--- src/rtl/oneshot_pkg.sv ---
package oneshot_pkg;

    // synchronizer flops ahead of the edge-history flop
    localparam int SYNC_DEPTH = 2;

    // pin slots in the conditioned-pin vector
    localparam int PIN_A    = 0;
    localparam int PIN_B    = 1;
    localparam int PIN_CLR  = 2;
    localparam int NUM_PINS = 3;

    // level each pin rests at when idle; used as reset value of its chain
    localparam logic [NUM_PINS-1:0] PIN_IDLE = 3'b101;

    // a conditioned pin: level this cycle and level one cycle before
    typedef struct packed {
        logic now;
        logic prev;
    } pin_view_t;

    function automatic logic went_high(pin_view_t p);
        return p.now & ~p.prev;
    endfunction

    function automatic logic went_low(pin_view_t p);
        return ~p.now & p.prev;
    endfunction

    // the three gated start conditions
    function automatic logic start_hit(pin_view_t a_n, pin_view_t b, pin_view_t clr_n);
        logic by_b;
        logic by_a;
        logic by_clr;
        by_b   = ~a_n.now & went_high(b);
        by_a   = b.now & went_low(a_n);
        by_clr = ~a_n.now & b.now & went_high(clr_n);
        return by_b | by_a | by_clr;
    endfunction

endpackage

--- src/rtl/oneshot_sync.sv ---
module oneshot_sync
    import oneshot_pkg::*;
#(
    parameter logic IDLE_LVL = 1'b0
) (
    input  logic      clk,
    input  logic      rst,
    input  logic      raw,
    output pin_view_t view
);

    localparam int CHAIN = SYNC_DEPTH + 1;

    logic [CHAIN-1:0] pipe;

    always_ff @(posedge clk) begin
        if (rst) begin
            pipe <= {CHAIN{IDLE_LVL}};
        end else begin
            pipe <= {pipe[CHAIN-2:0], raw};
        end
    end

    assign view.now  = pipe[SYNC_DEPTH-1];
    assign view.prev = pipe[SYNC_DEPTH];

endmodule

--- src/rtl/oneshot_trig_decode.sv ---
module oneshot_trig_decode
    import oneshot_pkg::*;
(
    input  pin_view_t a_view,
    input  pin_view_t b_view,
    input  pin_view_t clr_view,
    output logic      fire,
    output logic      clr_ok
);

    assign fire   = start_hit(a_view, b_view, clr_view);
    assign clr_ok = clr_view.now;

endmodule

--- src/rtl/oneshot_pulse_timer.sv ---
module oneshot_pulse_timer
    import oneshot_pkg::*;
#(
    parameter int LEN_W = 16
) (
    input  logic             clk,
    input  logic             rst,
    input  logic             fire,
    input  logic             clr_ok,
    input  logic [LEN_W-1:0] len,
    output logic             q,
    output logic             q_n
);

    localparam logic [LEN_W-1:0] ONE  = LEN_W'(1);
    localparam logic [LEN_W-1:0] ZERO = '0;

    typedef struct packed {
        logic             running;
        logic [LEN_W-1:0] remain;
    } timer_t;

    timer_t cur;
    timer_t nxt;
    logic   idle_r;

    always_comb begin
        nxt = cur;
        if (!clr_ok) begin
            nxt.running = 1'b0;
            nxt.remain  = ZERO;
        end else if (fire && (len != ZERO)) begin
            nxt.running = 1'b1;
            nxt.remain  = len;
        end else if (cur.running) begin
            if (cur.remain == ONE) begin
                nxt.running = 1'b0;
                nxt.remain  = ZERO;
            end else begin
                nxt.remain = cur.remain - ONE;
            end
        end
    end

    always_ff @(posedge clk) begin
        if (rst) begin
            cur    <= '0;
            idle_r <= 1'b1;
        end else begin
            cur    <= nxt;
            idle_r <= ~nxt.running;
        end
    end

    assign q   = cur.running;
    assign q_n = idle_r;

    AST_CLR_KILLS: assert property (@(posedge clk) disable iff (rst)
        !clr_ok |=> !q) else $error("clear did not end pulse");

    AST_LOAD_FULL: assert property (@(posedge clk) disable iff (rst)
        (clr_ok && fire && (len != ZERO)) |=> (q && (cur.remain == $past(len))))
        else $error("trigger did not load full length");

    AST_ZERO_LEN_INERT: assert property (@(posedge clk) disable iff (rst)
        (clr_ok && fire && (len == ZERO) && !q) |=> !q)
        else $error("zero length trigger started a pulse");

    AST_LAST_CYCLE: assert property (@(posedge clk) disable iff (rst)
        (clr_ok && !fire && q && (cur.remain == ONE)) |=> !q)
        else $error("pulse overran its length");

    AST_RUNNING_NONZERO: assert property (@(posedge clk) disable iff (rst)
        q |-> (cur.remain != ZERO)) else $error("running with empty count");

    AST_COMPLEMENT: assert property (@(posedge clk) disable iff (rst)
        q_n != q) else $error("outputs not complementary");

endmodule

--- src/rtl/oneshot_gen.sv ---
module oneshot_gen
    import oneshot_pkg::*;
#(
    parameter int LEN_W = 16
) (
    input  logic             clk,
    input  logic             rst,
    input  logic             trig_a_n,
    input  logic             trig_b,
    input  logic             clear_n,
    input  logic [LEN_W-1:0] pulse_len,
    output logic             q,
    output logic             q_n
);

    logic [NUM_PINS-1:0] raw_pins;
    pin_view_t           views [NUM_PINS];
    logic                fire_w;
    logic                clr_ok_w;

    always_comb begin
        raw_pins          = '0;
        raw_pins[PIN_A]   = trig_a_n;
        raw_pins[PIN_B]   = trig_b;
        raw_pins[PIN_CLR] = clear_n;
    end

    for (genvar i = 0; i < NUM_PINS; i++) begin : g_pin
        oneshot_sync #(
            .IDLE_LVL (PIN_IDLE[i])
        ) u_sync (
            .clk  (clk),
            .rst  (rst),
            .raw  (raw_pins[i]),
            .view (views[i])
        );
    end

    oneshot_trig_decode u_decode (
        .a_view   (views[PIN_A]),
        .b_view   (views[PIN_B]),
        .clr_view (views[PIN_CLR]),
        .fire     (fire_w),
        .clr_ok   (clr_ok_w)
    );

    oneshot_pulse_timer #(
        .LEN_W (LEN_W)
    ) u_timer (
        .clk    (clk),
        .rst    (rst),
        .fire   (fire_w),
        .clr_ok (clr_ok_w),
        .len    (pulse_len),
        .q      (q),
        .q_n    (q_n)
    );

    AST_RISE_HAS_CAUSE: assert property (@(posedge clk) disable iff (rst)
        $rose(q) |-> $past(fire_w && clr_ok_w)) else $error("pulse without trigger");

    AST_NO_START_IN_CLEAR: assert property (@(posedge clk) disable iff (rst)
        (!clr_ok_w && !q) |=> !q) else $error("pulse started during clear");

endmodule

--- config.mk ---
export PLATFORM = sky130hd
export DESIGN_NAME = oneshot_gen
export DESIGN_NICKNAME = d
export VERILOG_FILES = /design/src/rtl/oneshot_pkg.sv /design/src/rtl/oneshot_sync.sv /design/src/rtl/oneshot_trig_decode.sv /design/src/rtl/oneshot_pulse_timer.sv /design/src/rtl/oneshot_gen.sv
export SDC_FILE = /design/constraint.sdc
export NUM_CORES = 1
export LEC_CHECK = 0
export BUFFER_PORTS_ARGS = -buffer_cell sky130_fd_sc_hd__buf_2
export CAP_MARGIN = 40
export CORE_MARGIN = 3
export CORE_UTILIZATION = 30
export CTS_CLUSTER_SIZE = 40
export DETAILED_ROUTE_END_ITERATION = 10
export PLACE_DENSITY = 0.54
export SYNTH_ARGS = -nofsm -noshare
export SYNTH_HDL_FRONTEND = slang
export SYNTH_SLANG_ARGS = --single-unit
export TNS_END_PERCENT = 10
--- constraint.sdc ---
create_clock -name clk -period 3.6 [get_ports clk]
set_input_delay 0.36 -clock clk [delete_from_list [all_inputs] [get_ports clk]]
set_output_delay 0.36 -clock clk [all_outputs]
set_load 0.02 [all_outputs]
## Word level (Yosys, flattened, before mapping)

Cells that the tools add are included.

- Bits of input ports: 21
- Output and inout port bits: 2
- Logic and storage cells: 31
- Flip-flop bits (word level): 27

- Add/subtract/negate cells: 1
- Bitwise logic cells: 14
- Mux-type cells: 5
- Reductions and logical operators: 4
- Eq/ne operators: 1

Operator list:

| kind | count |
|---|---|
| 17-bit two-way mux | 3 |
| 16-bit by 1-bit equality test with 1-bit output, second input constant | 1 |
| 16-bit two-way mux | 1 |
| 16-bit nonzero test | 1 |
| 16-bit by 1-bit subtractor with 16-bit output, second input constant | 1 |
| 1-bit bitwise AND | 7 |
| 1-bit NOT | 5 |
| 1-bit bitwise OR | 2 |
| 2-bit nonzero test | 1 |
| 2-bit OR reduction | 1 |
| 1-bit logical AND | 1 |
| 1-bit two-way mux | 1 |

## Depth between registers and ports, before layout

Gate-level depths: netlist (run 1).

- Depth in word-level cells: 9
- Gate-level depth with buffers: 7

## Hierarchy

From an unflattened synthesis (run 1), not the netlist that was laid out.

- Cell total of the unflattened synthesis: 166
- Area total of the unflattened synthesis: 1345.0 µm²

Modules (own cells, without submodules):

| module | cells an instance | sequential area each (µm²) | times used | area an instance (µm²) |
|---|---|---|---|---|
| oneshot_pulse_timer | 137 | 360.3 | 1 | 1033.5 |
| oneshot_sync | 8 | 60.1 | 3 | 93.8 |
| oneshot_trig_decode | 5 | 0.0 | 1 | 30.0 |

## Worst setup path before layout (run 1)

Ideal clock, no wire load.

- Kind: register to register
- From: reg u_timer.cur[0] (netlist name)
- To: reg u_timer.cur[10] (netlist name)
- Path slack: 1813 ps
- Setup time: 123 ps
- Buffers on the path: 0
- Arrival time: 1664 ps
- Data required time: 3477 ps
- Cell stages (with the launch flop): 8
- Cells stage by stage: dfxtp_1 -> inv_1 -> ha_1 -> or3b_2 -> nor4_2 -> xor2_1 -> a221oi_1 -> nor2_1

- Cells in the longest elaborated chain, start to end: 4
- Elaborated cells on any way between the ends: 5
- Classes of those cells: 1 x add/sub; 1 x eq/ne; 3 x mux

Ends and longest elaborated chain:

| item | line | source |
|---|---|---|
| start, declared | oneshot_pulse_timer.sv:23 | `timer_t cur;` |
| start signal, assigned | oneshot_pulse_timer.sv:50 | `cur <= nxt;` |
| 16-bit by 1-bit subtractor with 16-bit output or 16-bit by 1-bit equality test with 1-bit output (tied branches) | oneshot_pulse_timer.sv:40, oneshot_pulse_timer.sv:36 |  |
| 16-bit two-way mux * | oneshot_pulse_timer.sv:36 | `if (cur.remain == ONE) begin` |
| 17-bit two-way mux * | oneshot_pulse_timer.sv:35 | `end else if (cur.running) begin` |
| 17-bit two-way mux * | oneshot_pulse_timer.sv:32 | `end else if (fire && (len != ZERO)) begin` |

Mark *: on every way between the ends. The rest lies on a longest branch, timed or not. The select of a mux whose other input is x is not followed.
A chain may end at the register's enable or synchronous reset.

## Worst setup path after layout (run 1)

- From: reg u_timer.cur[2] (netlist name)
- To: reg u_timer.cur[3] (netlist name)

The elaborated chain is that of the path after synthesis.

==> results of run 1 <==
==> flip-flops by register name, summed over array words and instances (netlist names) <==
name,flops
u_timer.cur,16
g_pin.u_sync.pipe,9
u_timer.q,1
u_timer.q_n,1
==> cell families (layout without fill, tap and decap cells) <==
| logic type | Yosys count | in the layout | share of synthesized area [%] |
|---|---|---|---|
| compound gates | 48 | 48 | 21.6 |
| xor+xnor | 4 | 4 | 2.58 |
| fa+ha+maj | 2 | 2 | 1.84 |
| buf+inv | 10 | 30 | 2.77 |
| flops | 27 | 27 | 39.9 |
| mux | 2 | 2 | 1.48 |
| simple gates | 67 | 67 | 29.9 |
==> final timing paths <==
| check | endpoint | startpoint | cells past startpoint |
|---|---|---|---|
| min reg2reg | g_pin[2].u_sync.pipe[1]$_SDFF_PP1_ | g_pin[2].u_sync.pipe[0]$_SDFF_PP1_ | 1 |
| max reg2reg | u_timer.cur[3]$_SDFFE_PP0P_ | u_timer.cur[2]$_SDFFE_PP0P_ | 5 |
| max | u_timer.cur[3]$_SDFFE_PP0P_ | u_timer.cur[2]$_SDFFE_PP0P_ | 5 |
| min | g_pin[0].u_sync.pipe[0]$_SDFF_PP1_ | trig_a_n | 2 |
==> cell usage in the layout, fill, tap and decap left out, types with 2 or more instances in the layout <==
cell type	count
nand2_1	10
nor4_2	2
clkbuf_8	3
buf_2	22
a21oi_1	12
a221oi_1	6
or2_2	6
nor2_1	13
o31ai_1	2
nand4_1	3
nor4_1	6
o21ai_0	20
mux2i_1	2
nor3_1	7
xnor2_1	3
ha_1	2
nor2b_1	5
inv_1	3
nand3b_1	2
nand2b_1	2
dfxtp_1	27
or4_1	2
==> metal layers <==
metal,routed length [µm],vias to the layer above,global-route usage (%)
li1,-,635,-
met1,1440,596,17.3
met2,1820,43,24.4
met3,213,5,2.20
met4,44,0,5.33
met5,0,-,0
==> power breakdown <==
group,total [mW],switching [mW],internal [mW]
clock network,0.173,0.0938,0.0793
registers,0.314,0.00755,0.306
logic,0.0721,0.0396,0.0325
==> critical path: cells and delay by family, from the launching register on <==
kind / cells / cell delay [ps]
and+or+nand+nor: 3 / 810
DFF: 1 / 410
AOI/OAI and AO/OA: 2 / 660
==> metrics by stage <==
step | area (µm²) | setup WS (ps) | hold WS, ps | total power, mW | cells
after floorplan | 1360 | 1810 | 389 | 0.366 | 160
after global placement | 1510 | 1440 | 397 | 0.391 | 226
after detailed placement | 1510 | 1430 | 400 | 0.392 | 226
after CTS | 1550 | 1620 | 268 | 0.561 | 230
after global routing | 1550 | 1450 | 265 | 0.587 | 230
final | 1550 | 1600 | 264 | 0.559 | 230
==> cell type report <==
class                      count  area (µm²)
sequential                    27         541
clock buffer                   4        45.0
tap                           50        62.6
multi-input combinational    123         778
inverter                       4        15.0
timing repair buffer          22         110
fill                         414        2620
==> key figures, run 1 <==
Run status
  – Status: complete, no violations

Setup path
  – Worst EP required: 3760 ps
  – Critical Path Start Type: flop
  – CP peak stage delay: 550 ps
  – CP Capture Type: flop
  – Reg2Reg Setup Slack: 1600 ps
  – Worst path slowest cell: nor4_4
  – WP data arrival: 2160 ps
  – Max FO, Critical Path: 9
  – CP Class: flop to flop
  – Critical-path cell list: nor4_4 > nand3_2 > o21a_1 > a221oi_1 > nor2_1

Synth
  – Synth cell count leaders: 27 x dfxtp_1, 20 x o21ai_0, 13 x nor2_1, 12 x a21oi_1, 10 x nand2_1
  – Most numerous cell in the Yosys netlist: dfxtp_1
  – Post-synth ARST share: 0%
  – Syn_area_per_cell: 8.48 µm²
  – Most used DFF post-synth: dfxtp_1
  – Post-synthesis sequential area ratio: 39.9%
  – Mapped Cells: 160
  – Post-synth cell types: 40
  – Mapped cell area: 1360 µm²
  – Area leader, netlist: dfxtp_1
  – Post-synth EDFFs: 0
  – Yosys reg bits: 27
  – Ranking of synthesized cells by area: dfxtp_1 40%, o21ai_0 7.4%, a21oi_1 4.4%
  – Top cell type's share of synthesized area: 39.9%
  – Ys Warns: 0
  – Synthesized Nets: 183

Power and ir drop
  – Cell Pwr Density: 360 nW/µm²
  – Leakage Power: 0.601 nW
  – Max rail drop VDD: 0.182 mV

Floorplanning
  – Starting density of the core: 32.5%
  – Die W: 73.2 µm
  – Full die area: 5360 µm²
  – Chip Height: 73.2 µm
  – Core Rows: 23
  – Core outline area: 4170 µm²
  – Num ports: 23

STA
  – Max Slew Vio Count: 0
  – RSZ-0062 raised after global routing: no
  – Fmax: 500 MHz
  – Period utilisation layout: 55.5%
  – Setup_tns: 0 ps
  – Minimum clock period: 2000 ps
  – Worst-Margin Slew: 854 ps
  – Final hold vios: 0
  – Endpoints failing setup: 0
  – Tightest slew margin relative to the limit: 43.0%
  – Clock skew: 3.19 ps

Finish
  – Final core utilization: 37.2%
  – Antenna cell count: 0
  – Layout area overhead: 14.4%
  – Final nets: 204
  – Share of layout cells above drive strength 1: 20.6%

Drt
  – Final wirelength: 3520 µm
  – Final antenna-violating net count: 0
  – Detailed-route via count: 1,279
  – Initial DRC Count: 78
  – Routed wire per std cell: 15.3 µm
  – Remaining DRCs: 0
  – TritonRoute pass-1 iters: 4
  – Vias per cell: 5.56

Clock tree
  – CTS Sinks: 27
  – Clock Tree Root: clkbuf_8
  – Worst-path clk slew: 90 ps
  – Skew-Pair Late Insertion Delay: 270 ps
  – CTS H-tree lvls: 1
  – TritonCTS Buffers: 3
  – CTS max path bufs: 2
  – Cts repair resizes: 0
  – Setup Buffers After CTS: 0
  – CTS tree: built
  – Hold_buf cts: 0

Placement
  – RD Place Congestion: 0.874
  – I/O Buffers: 22
  – Hpwl dp: 2680 µm

Job
  – Max Cap Violations: 0

Worst hold path
  – Hold/Removal Path Class: input pin to flop

Global route
  – Vias in the first global route: 1,281
  – First-pass GRT wire length: 5890 µm
  – Initial antenna violation count: 0
  – GRT Util Overall: 14.1%
  – GRT overflow: 0
  – Largest net degree at the start of global routing: 23
No activity file was read; power rests on OpenSTA's default activity.
==> run 2: changes to the inputs <==
--- a/config.mk
+++ b/config.mk
@@ -11,7 +11,7 @@
 export CORE_UTILIZATION = 30
 export CTS_CLUSTER_SIZE = 40
 export DETAILED_ROUTE_END_ITERATION = 10
-export PLACE_DENSITY = 0.54
+export PLACE_DENSITY = 0.56
 export SYNTH_ARGS = -nofsm -noshare
 export SYNTH_HDL_FRONTEND = slang
 export SYNTH_SLANG_ARGS = --single-unit
==> constraint.sdc (replaced) <==
create_clock -name clk -period 1.8 [get_ports clk]
set_input_delay 0.18 -clock clk [delete_from_list [all_inputs] [get_ports clk]]
set_output_delay 0.18 -clock clk [all_outputs]
set_load 0.02 [all_outputs]
==> run 2 against run 1 <==
Net effect:
- hold slack lost 190 ps
- sequential share of layout area shrank 3.4 points
- fmax increased by 17%
- die area did not move
- flip-flop and latch count stayed put
- largest power group unchanged
- highest routed layer unchanged
==> key figures, run 2 (same netlist as run 1, synthesis figures left out) <==
Clock tree
  – Setup Buffers After CTS: 0 (unchanged)
  – CTS H-tree lvls: 1 (unchanged)
  – TritonCTS Buffers: 3 (unchanged)
  – Worst-path clk slew: 100 ps (was 90 ps)
  – CTS Sinks: 27 (unchanged)
  – CTS max path bufs: 2 (unchanged)
  – Clock Tree Root: clkbuf_8 (unchanged)
  – Skew-Pair Late Insertion Delay: 280 ps (was 270 ps)
  – CTS tree: built (unchanged)

Floorplanning
  – Core outline area: 4170 µm² (unchanged)
  – Starting density of the core: 32.5% (unchanged)
  – Num ports: 23 (unchanged)
  – Chip Height: 73.2 µm (unchanged)
  – Core Rows: 23 (unchanged)
  – Die W: 73.2 µm (unchanged)
  – Full die area: 5360 µm² (unchanged)

STA
  – Tightest slew margin relative to the limit: 72.7% (was 43.0%)
  – Endpoints failing setup: 0 (unchanged)
  – Clock skew: 6.48 ps (was 3.19 ps)
  – RSZ-0062 raised after global routing: yes (was no)
  – Worst setup margin: 95.2 ps (was 1600 ps)
  – Minimum clock period: 1700 ps (was 2000 ps)
  – Final hold vios: 0 (unchanged)
  – Period utilisation layout: 94.7% (was 55.5%)
  – Fmax: 587 MHz (was 500 MHz)
  – Worst-Margin Slew: 407 ps (was 854 ps)
  – Max Slew Vio Count: 0 (unchanged)
  – Final hold slack: 75.6 ps (was 264 ps)

Worst hold path
  – Hold/Removal Path Class: input pin to flop (unchanged)

Setup path
  – CP Class: flop to flop (unchanged)
  – Critical Path Start Type: flop (unchanged)
  – WP data arrival: 1880 ps (was 2160 ps)
  – Max FO, Critical Path: 4 (was 9)
  – Worst EP required: 1980 ps (was 3760 ps)
  – CP Capture Type: flop (unchanged)

Global route
  – Vias in the first global route: 1,364 (was 1,281)
  – GRT overflow: 0 (unchanged)
  – Largest net degree at the start of global routing: 23 (unchanged)
  – Initial antenna violation count: 0 (unchanged)
  – First-pass GRT wire length: 6270 µm (was 5890 µm)
  – GRT Util Overall: 14.8% (was 14.1%)

Drt
  – Remaining DRCs: 0 (unchanged)
  – Vias per cell: 5.47 (was 5.56)
  – Routed wire per std cell: 15.1 µm (was 15.3 µm)
  – Initial DRC Count: 48 (was 78)
  – Detailed-route via count: 1,339 (was 1,279)
  – TritonRoute pass-1 iters: 4 (unchanged)
  – Final wirelength: 3700 µm (was 3520 µm)
  – Final antenna-violating net count: 0 (unchanged)

Power and ir drop
  – Cell Pwr Density: 682 nW/µm² (was 360 nW/µm²)
  – Max rail drop VDD: 0.461 mV (was 0.182 mV)
  – Leakage Power: 0.703 nW (was 0.601 nW)

Finish
  – Antenna cell count: 0 (unchanged)
  – Commonest cells after routing, fill and taps aside: 25 x dfxtp_1, 22 x buf_2, 19 x o21ai_0, 14 x buf_4, 13 x nor2_1 (was 27 x dfxtp_1, 22 x buf_2, 20 x o21ai_0, 13 x nor2_1, 12 x a21oi_1)
  – Top flop regs: u_timer.cur: 16 flops, g_pin.u_sync.pipe: 9 flops (unchanged)
  – Number of flip-flops under the largest register name: 16 (unchanged)
  – Share of layout cells above drive strength 1: 30.8% (was 20.6%)
  – Final nets: 219 (was 204)
  – Layout area overhead: 27.5% (was 14.4%)
  – Commonest non-fill, non-tap cell in the layout: dfxtp_1 (unchanged)
  – Reg with most FFs: u_timer.cur (unchanged)
  – Final Non-Filler Cells: 245 (was 230)
  – FILL cells: 404 (was 414)
  – Finished Cell Area: 1730 µm² (was 1550 µm²)
  – Final core utilization: 41.4% (was 37.2%)

Placement
  – Placed Area: 1630 µm² (was 1510 µm²)
  – DP Worst Slack: -6.33 ps (was 1430 ps)
  – RD Place Congestion: 0.884 (was 0.874)
  – I/O Buffers: 22 (unchanged)
  – Hpwl dp: 2820 µm (was 2680 µm)
  – Placed cell count: 241 (was 226)

Job
  – Max Cap Violations: 0 (unchanged)

Run status
  – Status: complete, no violations (unchanged)
[run 2: cell types whose count changed in the layout (fill, tap and decap cells not counted), sizes merged]
cell / change
buf: +15
inv: +1
clkbuf: -1
[run 2: area by class of cell]
type,count,area [µm²],share of cell area [%]
tap,50,62.6,3.62
multi-input combinational,123,823,47.6
sequential,27,543,31.4
timing repair buffer,37,235,13.6
inverter,4,15.0,0.868
clock inverter,1,8.76,0.507
clock buffer,3,41.3,2.39
[run 2: path summary, 6_finish.rpt]
check	depth (start not counted)	slack (ps)	endpoint	startpoint
worst min-delay path	2	80	g_pin[0].u_sync.pipe[0]$_SDFF_PP1_	trig_a_n
worst max register to register	5	100	u_timer.cur[10]$_SDFFE_PP0P_	u_timer.cur[2]$_SDFFE_PP0P_
worst min register to register	1	410	g_pin[2].u_sync.pipe[1]$_SDFF_PP1_	g_pin[2].u_sync.pipe[0]$_SDFF_PP1_
worst max-delay path	5	100	u_timer.cur[10]$_SDFFE_PP0P_	u_timer.cur[2]$_SDFFE_PP0P_
[run 2: routing by layer]
layer / vias up / wire (µm) / global-route usage, %
met5: - / 0 / 0
met2: 39 / 1840 / 24.6
met4: 0 / 65 / 4.92
met3: 7 / 185 / 2.48
met1: 621 / 1610 / 19.2
li1: 672 / - / -
[run 2: what timing repair did]
action | 4_1_cts | 5_1_grt
pin swaps | 2 | 1
endpoints found under the setup margin | 1 | 11
hold buffers | 0 | 0
resized for setup | 1 | 12
[run 2: through the flow]
stage | power (mW) | setup TNS, ps
CTS | 1.18 | 0
global route | 1.23 | -9.39
finish | 1.18 | 0
detailed placement | 0.806 | -6.33
global placement | 0.802 | 0
floorplan | 0.733 | 0
[run 2: critical path, stage by stage, from the launching register on]
cell	delay [ps]
dfxtp_2	360
or4_4	590
nor4_4	250
xor2_1	110
a221oi_2	220
nor2_1	70
[run 2: power breakdown]
group	leakage, nW	internal, mW	total (mW)	switching [mW]
logic	0.457	0.0877	0.179	0.0910
clock network	0.0261	0.163	0.374	0.211
registers	0.221	0.613	0.627	0.0139
total	0.703	0.864	1.18	0.316
